--- src/rtl/pal_chroma_gen.sv ---
module pal_chroma_gen #(
  parameter int LVL_W          = 4,
  parameter int C_W            = 5,
  parameter int TICK_LEN       = 227,
  parameter int TICKS_PER_LINE = 5
) (
  input  logic                  clk,
  input  logic                  rst_n,
  input  logic                  half_mode,
  input  logic [LVL_W-1:0]      y_in,
  input  logic signed [C_W-1:0] u_in,
  input  logic signed [C_W-1:0] v_in,
  output logic [LVL_W-1:0]      sample_out,
  output logic [2*LVL_W-1:0]    pair_out,
  output logic                  sel_a,
  output logic                  sel_b,
  output logic                  line_odd,
  output logic                  raster_tick
);
  localparam int SW   = ((LVL_W + 1 > C_W) ? LVL_W + 1 : C_W) + 2;
  localparam int MAXL = (1 << LVL_W) - 1;
  localparam int TW   = $clog2(TICK_LEN);
  localparam int KW   = $clog2(TICKS_PER_LINE);

  logic [TW-1:0] tick_cnt;
  logic [KW-1:0] sub_cnt;
  logic [1:0]    ph, ph_q;
  logic          par, par_q;
  logic          line_evt, tick_end;
  logic [LVL_W-1:0]      y_q;
  logic signed [C_W-1:0] u_q, v_q;

  assign tick_end = (tick_cnt == TW'(TICK_LEN - 1));
  assign line_evt = tick_end && (sub_cnt == KW'(TICKS_PER_LINE - 1));

  always_ff @(posedge clk) begin
    if (!rst_n) begin
      tick_cnt <= '0;
      sub_cnt  <= '0;
      ph       <= '0;
      par      <= 1'b1;
    end else begin
      tick_cnt <= tick_end ? '0 : tick_cnt + 1'b1;
      if (tick_end) sub_cnt <= line_evt ? '0 : sub_cnt + 1'b1;
      ph  <= line_evt ? 2'd0 : ph + 2'd1;
      if (line_evt) par <= ~par;
    end
  end

  always_ff @(posedge clk) begin
    if (!rst_n) begin
      ph_q  <= '0;
      par_q <= 1'b1;
      y_q   <= '0;
      u_q   <= '0;
      v_q   <= '0;
    end else begin
      ph_q  <= ph;
      par_q <= par;
      if (ph == 2'd0) begin
        y_q <= y_in;
        u_q <= u_in;
        v_q <= v_in;
      end
    end
  end

  function automatic logic [LVL_W-1:0] sat(input logic signed [SW-1:0] s);
    if (int'(s) < 0)         return '0;
    else if (int'(s) > MAXL) return LVL_W'(MAXL);
    else                     return LVL_W'(s);
  endfunction

  logic signed [SW-1:0] ys, us, vs, vl;
  logic [LVL_W-1:0] lvl_a, lvl_b, full_s;

  assign ys = SW'($signed({1'b0, y_q}));
  assign us = SW'(u_q);
  assign vs = SW'(v_q);
  assign vl = par_q ? vs : -vs;

  assign lvl_a = sat(ys + us + vl);
  assign lvl_b = sat(ys - us - vl);

  always_comb begin
    case (ph_q)
      2'd0:    full_s = sat(ys + us);
      2'd1:    full_s = sat(ys + vl);
      2'd2:    full_s = sat(ys - us);
      default: full_s = sat(ys - vl);
    endcase
  end

  assign sel_a       = ~ph_q[1];
  assign sel_b       = ph_q[1];
  assign pair_out    = {lvl_a, lvl_b};
  assign sample_out  = half_mode ? (sel_a ? lvl_a : lvl_b) : full_s;
  assign line_odd    = par_q;
  assign raster_tick = line_evt;

  p_phase_reset_r6: assert property (@(posedge clk) disable iff (!rst_n)
    raster_tick |=> (ph == 2'd0) && (par != $past(par)));

  p_tick_single_r6: assert property (@(posedge clk) disable iff (!rst_n)
    raster_tick |=> !raster_tick);

  p_hold_inputs_r8: assert property (@(posedge clk) disable iff (!rst_n)
    (ph != 2'd0) |=> $stable(y_q) && $stable(u_q) && $stable(v_q));

  p_square_hold_r3: assert property (@(posedge clk) disable iff (!rst_n)
    (half_mode && $past(half_mode) && ph_q == 2'd1) |-> $stable(sample_out));

  p_sel_fall_r7: assert property (@(posedge clk) disable iff (!rst_n)
    $fell(sel_a) |-> (ph_q == 2'd2));

  p_pair_nibble_r4: assert property (@(posedge clk) disable iff (!rst_n)
    (half_mode && sel_a) |-> (sample_out == pair_out[2*LVL_W-1:LVL_W]));
endmodule

--- config.mk ---
export PLATFORM = sky130hd
export DESIGN_NAME = pal_chroma_gen
export DESIGN_NICKNAME = d
export VERILOG_FILES = /design/src/rtl/pal_chroma_gen.sv
export SDC_FILE = /design/constraint.sdc
export NUM_CORES = 1
export LEC_CHECK = 0
export ABC_AREA = 1
export BUFFER_PORTS_ARGS = -buffer_cell sky130_fd_sc_hd__buf_2
export CELL_PAD_IN_SITES_DETAIL_PLACEMENT = 0
export CELL_PAD_IN_SITES_GLOBAL_PLACEMENT = 2
export CORE_MARGIN = 5
export CORE_UTILIZATION = 30
export DETAILED_ROUTE_END_ITERATION = 6
export PLACE_DENSITY_LB_ADDON = 0.15
export SLEW_MARGIN = 5
export SYNTH_ARGS = -nofsm -noshare
export SYNTH_HDL_FRONTEND = slang
export SYNTH_SLANG_ARGS = --single-unit
export TNS_END_PERCENT = 10
--- constraint.sdc ---
create_clock -name clk -period 3.1 [get_ports clk]
set_input_delay 0.465 -clock clk [delete_from_list [all_inputs] [get_ports clk]]
set_output_delay 0.465 -clock clk [all_outputs]
set_load 0.01 [all_outputs]
==> results.json, run 1 <==
{
  "drive_above_1_share": 0.332,
  "finalSetupViolCount": 12,
  "synth_top_cells_by_area": "sky130_fd_sc_hd__dfxtp_1 21%, sky130_fd_sc_hd__ha_1 15%, sky130_fd_sc_hd__nand2_1 13%, sky130_fd_sc_hd__inv_1 9.3%, sky130_fd_sc_hd__nand3_1 7.6%",
  "synthDominantAreaCellType": "sky130_fd_sc_hd__dfxtp_1",
  "worst_hold_startpoint": "ph[1]$_SDFF_PP0_",
  "drv_cap": 0,
  "fill_count": 1043,
  "yosys_warnings": 0,
  "commonest_register_cell_after_synthesis": "sky130_fd_sc_hd__dfxtp_1",
  "layout_setup_ws_ns": -0.262,
  "ys_ff_latch": 31,
  "finalWirelength_um": 8540,
  "pre_cts_slack_ns": -0.219,
  "most_frequent_cells_after_synthesis": "102 x sky130_fd_sc_hd__nand2_1, 73 x sky130_fd_sc_hd__inv_1, 45 x sky130_fd_sc_hd__nand3_1",
  "via_count_of_the_first_global_routing_pass": 3031,
  "wire_length_of_the_first_global_routing_pass_um": 14500,
  "antenna_found_initial": 0,
  "drt.antenna.violating_nets": 0,
  "num_rows": 36,
  "timing_hold_violations_final": 0,
  "avgSynthCellArea_um2": 6.66,
  "grt_util_met3": 0.0217,
  "routed_via_count": 3043,
  "io_pins": 33,
  "clk_pin_slew_ns": 0.07,
  "globalRouteMet2Util": 0.248,
  "multiInputGateArea_mm2": 0.00231,
  "rsz0062_at_grt": "yes",
  "final_period_demand_of_the_worst_path_ns": 3.36,
  "cts_tree": "yes",
  "hold_class": "reg -> reg",
  "synth.cell_area_mm2": 0.00296,
  "cts_htree_levels": 2,
  "critPathLaunchType": "flip-flop",
  "design_power_total_mw": 2.54,
  "busiest_layer": "met2",
  "run_status": "finished, violations left",
  "final.setup.tns_ns": -2.46,
  "synth_enable_flop_cells": 0,
  "placement.cell_area_mm2": 0.00370,
  "postSynthNetCount": 504,
  "worstHoldPathCells": 2,
  "drv_slew": 0,
  "vias_per_cell": 4.51,
  "timing_worst_slew_pin_value_ns": 0.624,
  "fp.coreArea_mm2": 0.00968,
  "crit_required_ns": 2.63,
  "fp.dieH_um": 109,
  "overflow": 0,
  "synth_cell_types": 33,
  "reg2reg_depth": 7,
  "n_antenna_cell": 0,
  "nNetsFinal": 601,
  "cts.sink_count": 31,
  "rrSetupSlack_ns": 1.45,
  "worst_setup_path_end_kind": "output port",
  "grt_max_degree": 25,
  "worstSkewPairLatency_ns": 0.28,
  "slew-limit-headroom": 0.584,
  "grtUsageMet1": 0.211,
  "syn_inst": 445,
  "start_util": 0.306,
  "place.gp.congestion": 0.849,
  "yosys.area.top_type_share": 0.210,
  "power.leakage_nw": 2.12,
  "yosysMostFrequentCell": "sky130_fd_sc_hd__nand2_1",
  "min_period_over_period": 1.08,
  "sequential_fraction_of_the_synthesis_area": 0.210,
  "irDropWorstVdd_uv": 257,
  "power_density_mw_per_mm2": 613,
  "launching_point_of_the_worst_reg2reg_path": "tick_cnt[0]$_SDFF_PP0_",
  "failed_checks": "setup timing",
  "final_design_area_no_fill_mm2": 0.00414,
  "die_w_um": 109,
  "max-clock-path-buffers": 2,
  "worstPathArrival_ns": 2.90,
  "cts-buffers-inserted": 5,
  "synthArstFlopShare": 0,
  "placement.io_buffers": 32,
  "area_growth_syn_to_layout_pct": 39.8,
  "max_clock_freq_mhz": 297,
  "place.detailed.hpwl_um": 7130,
  "route.detailed.wl_per_inst_um": 12.7,
  "worst-setup-path-type": "reg -> out",
  "worstReg2RegEnd": "tick_cnt[4]$_SDFF_PP0_",
  "fin_worst_skew_ns": 0.00429,
  "layout.area.seq_um2": 627,
  "fp.dieArea_mm2": 0.0120,
  "post-route-drc-count": 0,
  "drt_iter0_drc": 97,
  "total_global_routing_track_utilization": 0.152,
  "detail_route.first_pass.iterations": 4,
  "clockRootBuffer": "sky130_fd_sc_hd__clkbuf_8",
  "final_core_utilization": 0.428,
  "timing.critical_path.fanout_max": 4,
  "min_delay_worst_endpoint": "ph_q[1]$_SDFF_PN0_"
}
-- where the power goes --
part	internal [mW]	total (mW)	switching, mW
Clock	0.174	0.327	0.153
Combinational	0.852	1.76	0.906
Sequential	0.427	0.452	0.0259
Total	1.45	2.54	1.08
-- flip-flops by register name (all words and copies together) (netlist names) --
name and flops:
tick_cnt 8, u_q 5, v_q 5, y_q 4, sub_cnt 3, ph 2, ph_q 2, line_odd 1
par 1
-- metal layers --
layer	up-vias	wire length (um)
met3	12	267
met2	51	3810
met5	-	0
li1	1618	-
met1	1362	4320
met4	0	154
-- cell families after synthesis --
group	after synthesis	share of synthesized area
simple gates	208	0.317
xor+xnor	17	0.0528
buf+inv	85	0.109
compound gates	62	0.119
flops	31	0.210
fa+ha+maj	42	0.193
-- through the flow --
step | cells | hold slack [ns]
after floorplan | 445 | 0.407
after global placement | 663 | 0.415
after detailed placement | 663 | 0.415
after CTS | 675 | 0.425
after global routing | 675 | 0.451
final | 675 | 0.425
-- layout by cell type, fill, tap and decap left out, types with 2 or more instances in the layout --
master	netlist	routed
sky130_fd_sc_hd__ha_4	0	9
sky130_fd_sc_hd__nand2_2	3	10
sky130_fd_sc_hd__nand4_1	14	14
sky130_fd_sc_hd__dfxtp_2	0	2
sky130_fd_sc_hd__nand2_1	102	94
sky130_fd_sc_hd__o21ai_1	5	5
sky130_fd_sc_hd__o21ai_2	1	2
sky130_fd_sc_hd__xor2_2	0	2
sky130_fd_sc_hd__clkbuf_8	0	6
sky130_fd_sc_hd__nand3_2	1	13
sky130_fd_sc_hd__xnor2_1	8	7
sky130_fd_sc_hd__buf_2	0	31
sky130_fd_sc_hd__nand3_4	0	2
sky130_fd_sc_hd__ha_1	36	26
sky130_fd_sc_hd__xor2_1	8	6
sky130_fd_sc_hd__inv_2	7	11
sky130_fd_sc_hd__a21oi_2	4	9
sky130_fd_sc_hd__fa_1	6	3
sky130_fd_sc_hd__nand3_1	45	31
sky130_fd_sc_hd__o21ai_0	20	19
sky130_fd_sc_hd__dfxtp_1	31	28
sky130_fd_sc_hd__nand2_4	1	2
sky130_fd_sc_hd__or2_4	0	3
sky130_fd_sc_hd__fa_2	0	3
sky130_fd_sc_hd__buf_4	1	62
sky130_fd_sc_hd__inv_1	73	68
sky130_fd_sc_hd__nand3b_1	2	2
sky130_fd_sc_hd__buf_6	0	2
sky130_fd_sc_hd__nor3b_1	3	3
sky130_fd_sc_hd__nor2_1	28	28
sky130_fd_sc_hd__a21oi_1	29	24
-- worst max-delay path by stage --
stage | from | end | slack (ns) | depth (start not counted)
final | y_q[0]$_SDFFE_PN0N_ | sample_out[2] | -0.26 | 19
after global routing | v_q[0]$_SDFFE_PN0N_ | sample_out[3] | -0.47 | 17
after CTS | y_q[0]$_SDFFE_PN0N_ | sample_out[2] | -0.32 | 18
after detailed placement | y_q[0]$_SDFFE_PN0N_ | sample_out[0] | -0.22 | 19
after global placement | y_q[0]$_SDFFE_PN0N_ | sample_out[3] | -0.18 | 18
after floorplan | v_q[0]$_SDFFE_PN0N_ | sample_out[3] | 0.07 | 14
-- critical path, cell delays in order, from the launching register on --
cell,delay (ns)
sky130_fd_sc_hd__dfxtp_2,0.33
sky130_fd_sc_hd__buf_6,0.11
sky130_fd_sc_hd__inv_4,0.05
sky130_fd_sc_hd__ha_4,0.12
sky130_fd_sc_hd__inv_2,0.04
sky130_fd_sc_hd__fa_2,0.37
sky130_fd_sc_hd__nand3_2,0.10
sky130_fd_sc_hd__nand2_2,0.06
sky130_fd_sc_hd__xor2_2,0.17
sky130_fd_sc_hd__ha_4,0.31
sky130_fd_sc_hd__nand2_2,0.05
sky130_fd_sc_hd__inv_1,0.05
sky130_fd_sc_hd__nand4_1,0.13
sky130_fd_sc_hd__nand4_1,0.19
sky130_fd_sc_hd__nand4_1,0.14
sky130_fd_sc_hd__nand3_2,0.09
sky130_fd_sc_hd__nand2_1,0.06
sky130_fd_sc_hd__nand3_1,0.07
sky130_fd_sc_hd__nand2_1,0.05
sky130_fd_sc_hd__buf_2,0.13
-- layout make-up --
type,instances,area share
Multi-Input combinational cell,329,0.559
Sequential cell,31,0.151
Tap cell,133,0.0402
Clock buffer,6,0.0199
Inverter,80,0.0731
Timing Repair Buffer,95,0.155
Clock inverter,1,0.00121
-- timing repair --
action                                  4_1_cts  5_1_grt
hold buffers                                  0        0
pin swaps                                    28       16
resized for setup                            51       15
setup buffers                                 5        0
endpoints found under the setup margin       12       12
(Power assumes the default switching activity.)
==> run 2, diff against run 1 <==
--- a/config.mk
+++ b/config.mk
@@ -9,6 +9,7 @@
 export BUFFER_PORTS_ARGS = -buffer_cell sky130_fd_sc_hd__buf_2
 export CELL_PAD_IN_SITES_DETAIL_PLACEMENT = 0
 export CELL_PAD_IN_SITES_GLOBAL_PLACEMENT = 2
+export CORE_ASPECT_RATIO = 1.5
 export CORE_MARGIN = 5
 export CORE_UTILIZATION = 30
 export DETAILED_ROUTE_END_ITERATION = 6
==> run 2 against run 1 <==
The run still ends with setup timing left; largest power group unchanged; utilization increased by 0.82 points; fmax decreased by 1.4%; first-iteration DRC count decreased by 35%; largest cell class unchanged; clock skew decreased by 0.0014 ns; setup slack got worse by 0.046 ns.
==> results.json, run 2 (synthesis results as in run 1) <==
{
  "power.leakage_nw": 2.15,
  "irDropWorstVdd_uv": 517,
  "max-clock-path-buffers": 2,
  "nNetsFinal": 598,
  "vias_per_cell": 4.61,
  "cts-buffers-inserted": 5,
  "final_design_area_no_fill_mm2": 0.00422,
  "layout_setup_ws_ns": -0.308,
  "cts_tree": "yes",
  "hold_buffers_post_cts": 0,
  "comb_power_share": 0.647,
  "drt.antenna.violating_nets": 0,
  "max_clock_freq_mhz": 293,
  "largest_reg_flops": 8,
  "rsz0062_at_grt": "yes",
  "run_status": "finished, violations left",
  "io_pins": 33,
  "timing_hold_violations_final": 0,
  "hold_ws_ns": 0.421,
  "wire_length_of_the_first_global_routing_pass_um": 14500,
  "worstPathArrival_ns": 2.94,
  "n_antenna_cell": 0,
  "drv_cap": 0,
  "drt_iter0_drc": 63,
  "fp.dieH_um": 132,
  "fp.coreArea_mm2": 0.00969,
  "num_rows": 44,
  "final_core_utilization": 0.436,
  "worstSkewPairLatency_ns": 0.27,
  "cts.sink_count": 31,
  "finalSetupViolCount": 12,
  "area_growth_syn_to_layout_pct": 42.6,
  "timing.critical_path.fanout_max": 4,
  "failed_checks": "setup timing",
  "largestRegisters": "tick_cnt: 8 flops, u_q: 5 flops, v_q: 5 flops",
  "fin_worst_skew_ns": 0.00289,
  "share_seq_of_total_power": 0.167,
  "p_clk_frac": 0.186,
  "via_count_of_the_first_global_routing_pass": 3157,
  "clk_pin_slew_ns": 0.05,
  "p_switching_mw": 1.10,
  "grt_max_degree": 25,
  "pre_cts_slack_ns": -0.282,
  "start_util": 0.306,
  "placement.io_buffers": 32,
  "worst-setup-path-type": "reg -> out",
  "min_period_over_period": 1.10,
  "design_power_total_mw": 2.71,
  "critPathLaunchType": "flip-flop",
  "slew-limit-headroom": 0.581,
  "drive_above_1_share": 0.352,
  "total_global_routing_track_utilization": 0.148,
  "power_density_mw_per_mm2": 641,
  "cts_htree_levels": 2,
  "final_period_demand_of_the_worst_path_ns": 3.41,
  "fp.dieArea_mm2": 0.0120,
  "drv_slew": 0,
  "crit_required_ns": 2.63,
  "final_cells": 655,
  "worst_setup_path_end_kind": "output port",
  "regMostFlops": "tick_cnt",
  "placement.cell_area_mm2": 0.00366,
  "timing_worst_slew_pin_value_ns": 0.627,
  "finalWirelength_um": 8730,
  "place.detailed.hpwl_um": 7390,
  "route.detailed.wl_per_inst_um": 13.3,
  "internal_power_mw": 1.60,
  "hold_class": "reg -> reg",
  "numPlacedInstances": 641,
  "antenna_found_initial": 0,
  "final.setup.tns_ns": -2.79,
  "place.gp.congestion": 0.904,
  "die_w_um": 91.1,
  "clockRootBuffer": "sky130_fd_sc_hd__clkbuf_16",
  "detail_route.first_pass.iterations": 4,
  "mostFrequentLayoutCells": "90 x sky130_fd_sc_hd__nand2_1, 68 x sky130_fd_sc_hd__inv_1, 56 x sky130_fd_sc_hd__buf_4",
  "power_switching_share": 0.407,
  "overflow": 0,
  "post-route-drc-count": 0,
  "routed_via_count": 3020,
  "layout.cells.most_common": "sky130_fd_sc_hd__nand2_1"
}
[run 2: path summary, 6_finish.rpt]
path,start,end,slack [ns],cells past startpoint
worst max register to register,tick_cnt[0]$_SDFF_PP0_,tick_cnt[3]$_SDFF_PP0_,1.52,7
worst max-delay path,y_q[0]$_SDFFE_PN0N_,sample_out[3],-0.31,18
worst min-delay path,ph[1]$_SDFF_PP0_,ph_q[1]$_SDFF_PN0_,0.42,2
worst min register to register,ph[1]$_SDFF_PP0_,ph_q[1]$_SDFF_PN0_,0.42,2
[run 2: timing repair]
action | in CTS | in global routing
resized for setup | 53 | 27
setup buffers | 5 | 2
pin swaps | 29 | 25
setup endpoints to repair | 12 | 12
[run 2: cell type report]
cell class	instances	area [um^2]
clock buffers	8	156
fillers	1015	5470
inverters	80	305
multi-input cells	329	2350
flip-flops and latches	31	624
well taps	115	144
repair buffers	92	641
[run 2: critical path, stage by stage, from the launching register on]
cell	delay (ns)
sky130_fd_sc_hd__dfxtp_2	0.32
sky130_fd_sc_hd__buf_6	0.11
sky130_fd_sc_hd__inv_4	0.05
sky130_fd_sc_hd__ha_4	0.14
sky130_fd_sc_hd__inv_4	0.04
sky130_fd_sc_hd__fa_2	0.36
sky130_fd_sc_hd__nand3_2	0.10
sky130_fd_sc_hd__nand2_4	0.07
sky130_fd_sc_hd__xor2_4	0.17
sky130_fd_sc_hd__ha_4	0.30
sky130_fd_sc_hd__nand2_2	0.05
sky130_fd_sc_hd__or2_4	0.22
sky130_fd_sc_hd__nand4_1	0.16
sky130_fd_sc_hd__nand4_1	0.15
sky130_fd_sc_hd__nand3_2	0.11
sky130_fd_sc_hd__nand2_2	0.06
sky130_fd_sc_hd__nand3_2	0.08
sky130_fd_sc_hd__nand2_1	0.05
sky130_fd_sc_hd__buf_2	0.13
[run 2: layer usage]
metal	wire length [um]	global-route usage	share of wire	vias up
met2	4940	0.295	0.57	52
met5	0	0	0	-
met4	314	0.0701	0.036	0
li1	-	-	-	1611
met1	3190	0.144	0.37	1341
met3	286	0.0206	0.033	16
[run 2: power groups by stage]
stage	clock network [mW]	registers, mW	logic (mW)
2_1_floorplan	0	0.459	0.862
3_3_place_gp	0	0.458	1.46
3_5_place_dp	0	0.459	1.47
4_1_cts	0.521	0.453	1.67
5_1_grt	0.533	0.456	1.95
6_report	0.503	0.453	1.75
==> run 3, diff against run 2 <==
--- a/config.mk
+++ b/config.mk
@@ -14,6 +14,7 @@
 export CORE_UTILIZATION = 30
 export DETAILED_ROUTE_END_ITERATION = 6
 export PLACE_DENSITY_LB_ADDON = 0.15
+export RECOVER_POWER = 25
 export SLEW_MARGIN = 5
 export SYNTH_ARGS = -nofsm -noshare
 export SYNTH_HDL_FRONTEND = slang
==> run 3 against run 2 <==
The run still ends with setup timing left; sequential share of layout area about the same; critical path depth did not move; via count unchanged; wire length barely moved; largest power group unchanged; highest routed layer unchanged.
==> results.json, run 3 (synthesis results as in run 1) <==
{
  "critPathLaunchType": "flip-flop",
  "min_period_over_period": 1.10,
  "run_status": "finished, violations left",
  "regMostFlops": "tick_cnt",
  "die_w_um": 91.1,
  "antenna_found_initial": 0,
  "design_power_total_mw": 2.70,
  "drt.antenna.violating_nets": 0,
  "place.detailed.hpwl_um": 7390,
  "worst_setup_path_startpoint": "y_q[0]$_SDFFE_PN0N_",
  "failed_checks": "setup timing",
  "final_period_demand_of_the_worst_path_ns": 3.41,
  "critical_path.slowest_cell": "sky130_fd_sc_hd__fa_2",
  "worstPathArrival_ns": 2.94,
  "layout_setup_ws_ns": -0.308,
  "placement.io_buffers": 32,
  "final.setup.tns_ns": -2.79,
  "final_cells": 655,
  "drt_iter0_drc": 59,
  "vias_per_cell": 4.61,
  "io_pins": 33,
  "fp.dieArea_mm2": 0.0120,
  "largestRegisters": "tick_cnt: 8 flops, u_q: 5 flops, v_q: 5 flops",
  "timing_hold_violations_final": 0,
  "layout.cells.most_common": "sky130_fd_sc_hd__nand2_1",
  "numPlacedInstances": 641,
  "irDropWorstVdd_uv": 517,
  "slew-limit-headroom": 0.548,
  "max-clock-path-buffers": 2,
  "overflow": 0,
  "finalWirelength_um": 8740,
  "worst_setup_path_end_kind": "output port",
  "drv_slew": 0,
  "max_clock_freq_mhz": 293,
  "worst-setup-path-type": "reg -> out",
  "cts_tree": "yes",
  "cpPeakStageDelay_ns": 0.36,
  "largest_reg_flops": 8,
  "grt_max_degree": 25,
  "detail_route.first_pass.iterations": 4,
  "worstSetupPathDepth": 18,
  "total_global_routing_track_utilization": 0.148,
  "fp.coreArea_mm2": 0.00969,
  "fin_worst_skew_ns": 0.00289,
  "power.leakage_nw": 2.14,
  "nNetsFinal": 598,
  "reg2reg_depth": 7,
  "worst_hold_startpoint": "ph[1]$_SDFF_PP0_",
  "place.gp.congestion": 0.904,
  "worstSkewPairLatency_ns": 0.27,
  "rsz0062_at_grt": "yes",
  "timing.critical_path.fanout_max": 4,
  "wire_length_of_the_first_global_routing_pass_um": 14500,
  "clockRootBuffer": "sky130_fd_sc_hd__clkbuf_16",
  "cp.buffers_inverters": 4,
  "cts-buffers-inserted": 5,
  "crit_required_ns": 2.63,
  "mostFrequentLayoutCells": "90 x sky130_fd_sc_hd__nand2_1, 68 x sky130_fd_sc_hd__inv_1, 56 x sky130_fd_sc_hd__buf_4",
  "route.detailed.wl_per_inst_um": 13.3,
  "crit_chain": "buf_6 > inv_4 > ha_4 > inv_4 > fa_2 > nand3_2 > nand2_4 > xor2_4 > ha_4 > nand2_2 > or2_4 > nand4_1 > nand4_1 > nand3_2 > nand2_2 > nand3_2 > nand2_1 > buf_2",
  "n_antenna_cell": 0,
  "worst_path_most_repeated_cell": "sky130_fd_sc_hd__nand3_2",
  "timing_worst_slew_pin_value_ns": 0.678,
  "cts.sink_count": 31,
  "drive_above_1_share": 0.348,
  "power_density_mw_per_mm2": 641,
  "via_count_of_the_first_global_routing_pass": 3157,
  "hold_class": "reg -> reg",
  "routed_via_count": 3020,
  "start_util": 0.306,
  "finalSetupViolCount": 12,
  "cts_htree_levels": 2,
  "worstHoldPathCells": 2,
  "launching_point_of_the_worst_reg2reg_path": "tick_cnt[0]$_SDFF_PP0_",
  "drv_cap": 0,
  "clk_pin_slew_ns": 0.05,
  "fp.dieH_um": 132,
  "post-route-drc-count": 0,
  "num_rows": 44,
  "area_growth_syn_to_layout_pct": 42.5,
  "critical-path-top-delay-family": "simple AND/OR/NAND/NOR gates"
}
run 3: layout make-up:
cell class / instances / area, um^2
well taps: 115 / 144
fillers: 1017 / 5470
repair buffers: 92 / 638
clock buffers: 8 / 156
multi-input cells: 329 / 2350
flip-flops and latches: 31 / 624
inverters: 80 / 305
run 3: layer usage:
metal / GRT usage / wire, um / share of wire / up-vias
met3: 0.0206 / 286 / 0.033 / 16
met1: 0.144 / 3200 / 0.37 / 1340
met2: 0.295 / 4940 / 0.57 / 52
met5: 0 / 0 / 0 / -
met4: 0.0701 / 314 / 0.036 / 0
li1: - / - / - / 1612
run 3: timing repair:
item | CTS | global route
cloned | 0 | 0
hold buffers | 0 | 0
buffers inserted | 5 | 2
resized for setup | 53 | 27
setup endpoints to repair | 12 | 12
pin swaps | 29 | 25
run 3: through the flow:
| stage | util | worst slack, ns | hold WS [ns] | area [um^2] |
|---|---|---|---|---|
| CTS | 0.424 | -0.308 | 0.411 | 4110 |
| global placement | 0.378 | -0.248 | 0.414 | 3660 |
| detailed placement | 0.378 | -0.282 | 0.414 | 3660 |
| finish | 0.436 | -0.308 | 0.421 | 4220 |
| global route | 0.436 | -0.441 | 0.430 | 4220 |
| floorplan | - | 0.0675 | 0.407 | 2960 |
run 3: worst paths after layout:
check	endpoint	slack (ns)
min	ph_q[1]$_SDFF_PN0_	0.42
max	sample_out[3]	-0.31
min reg2reg	ph_q[1]$_SDFF_PN0_	0.42
max reg2reg	tick_cnt[3]$_SDFF_PP0_	1.52
run 3: worst reg2reg max path, stage by stage (launching register included):
cell and delay, ns:
sky130_fd_sc_hd__dfxtp_1 0.37, sky130_fd_sc_hd__inv_1 0.06, sky130_fd_sc_hd__ha_1 0.19, sky130_fd_sc_hd__nand4_1 0.18, sky130_fd_sc_hd__inv_1 0.12, sky130_fd_sc_hd__nor2_1 0.21
sky130_fd_sc_hd__inv_1 0.16, sky130_fd_sc_hd__nor3b_1 0.21
run 3: power breakdown:
part           switching (mW)  internal (mW)  leakage [nW]
registers              0.0249          0.428         0.256
logic                   0.914          0.835          1.81
clock network           0.162          0.341        0.0772
total                    1.10           1.60          2.14
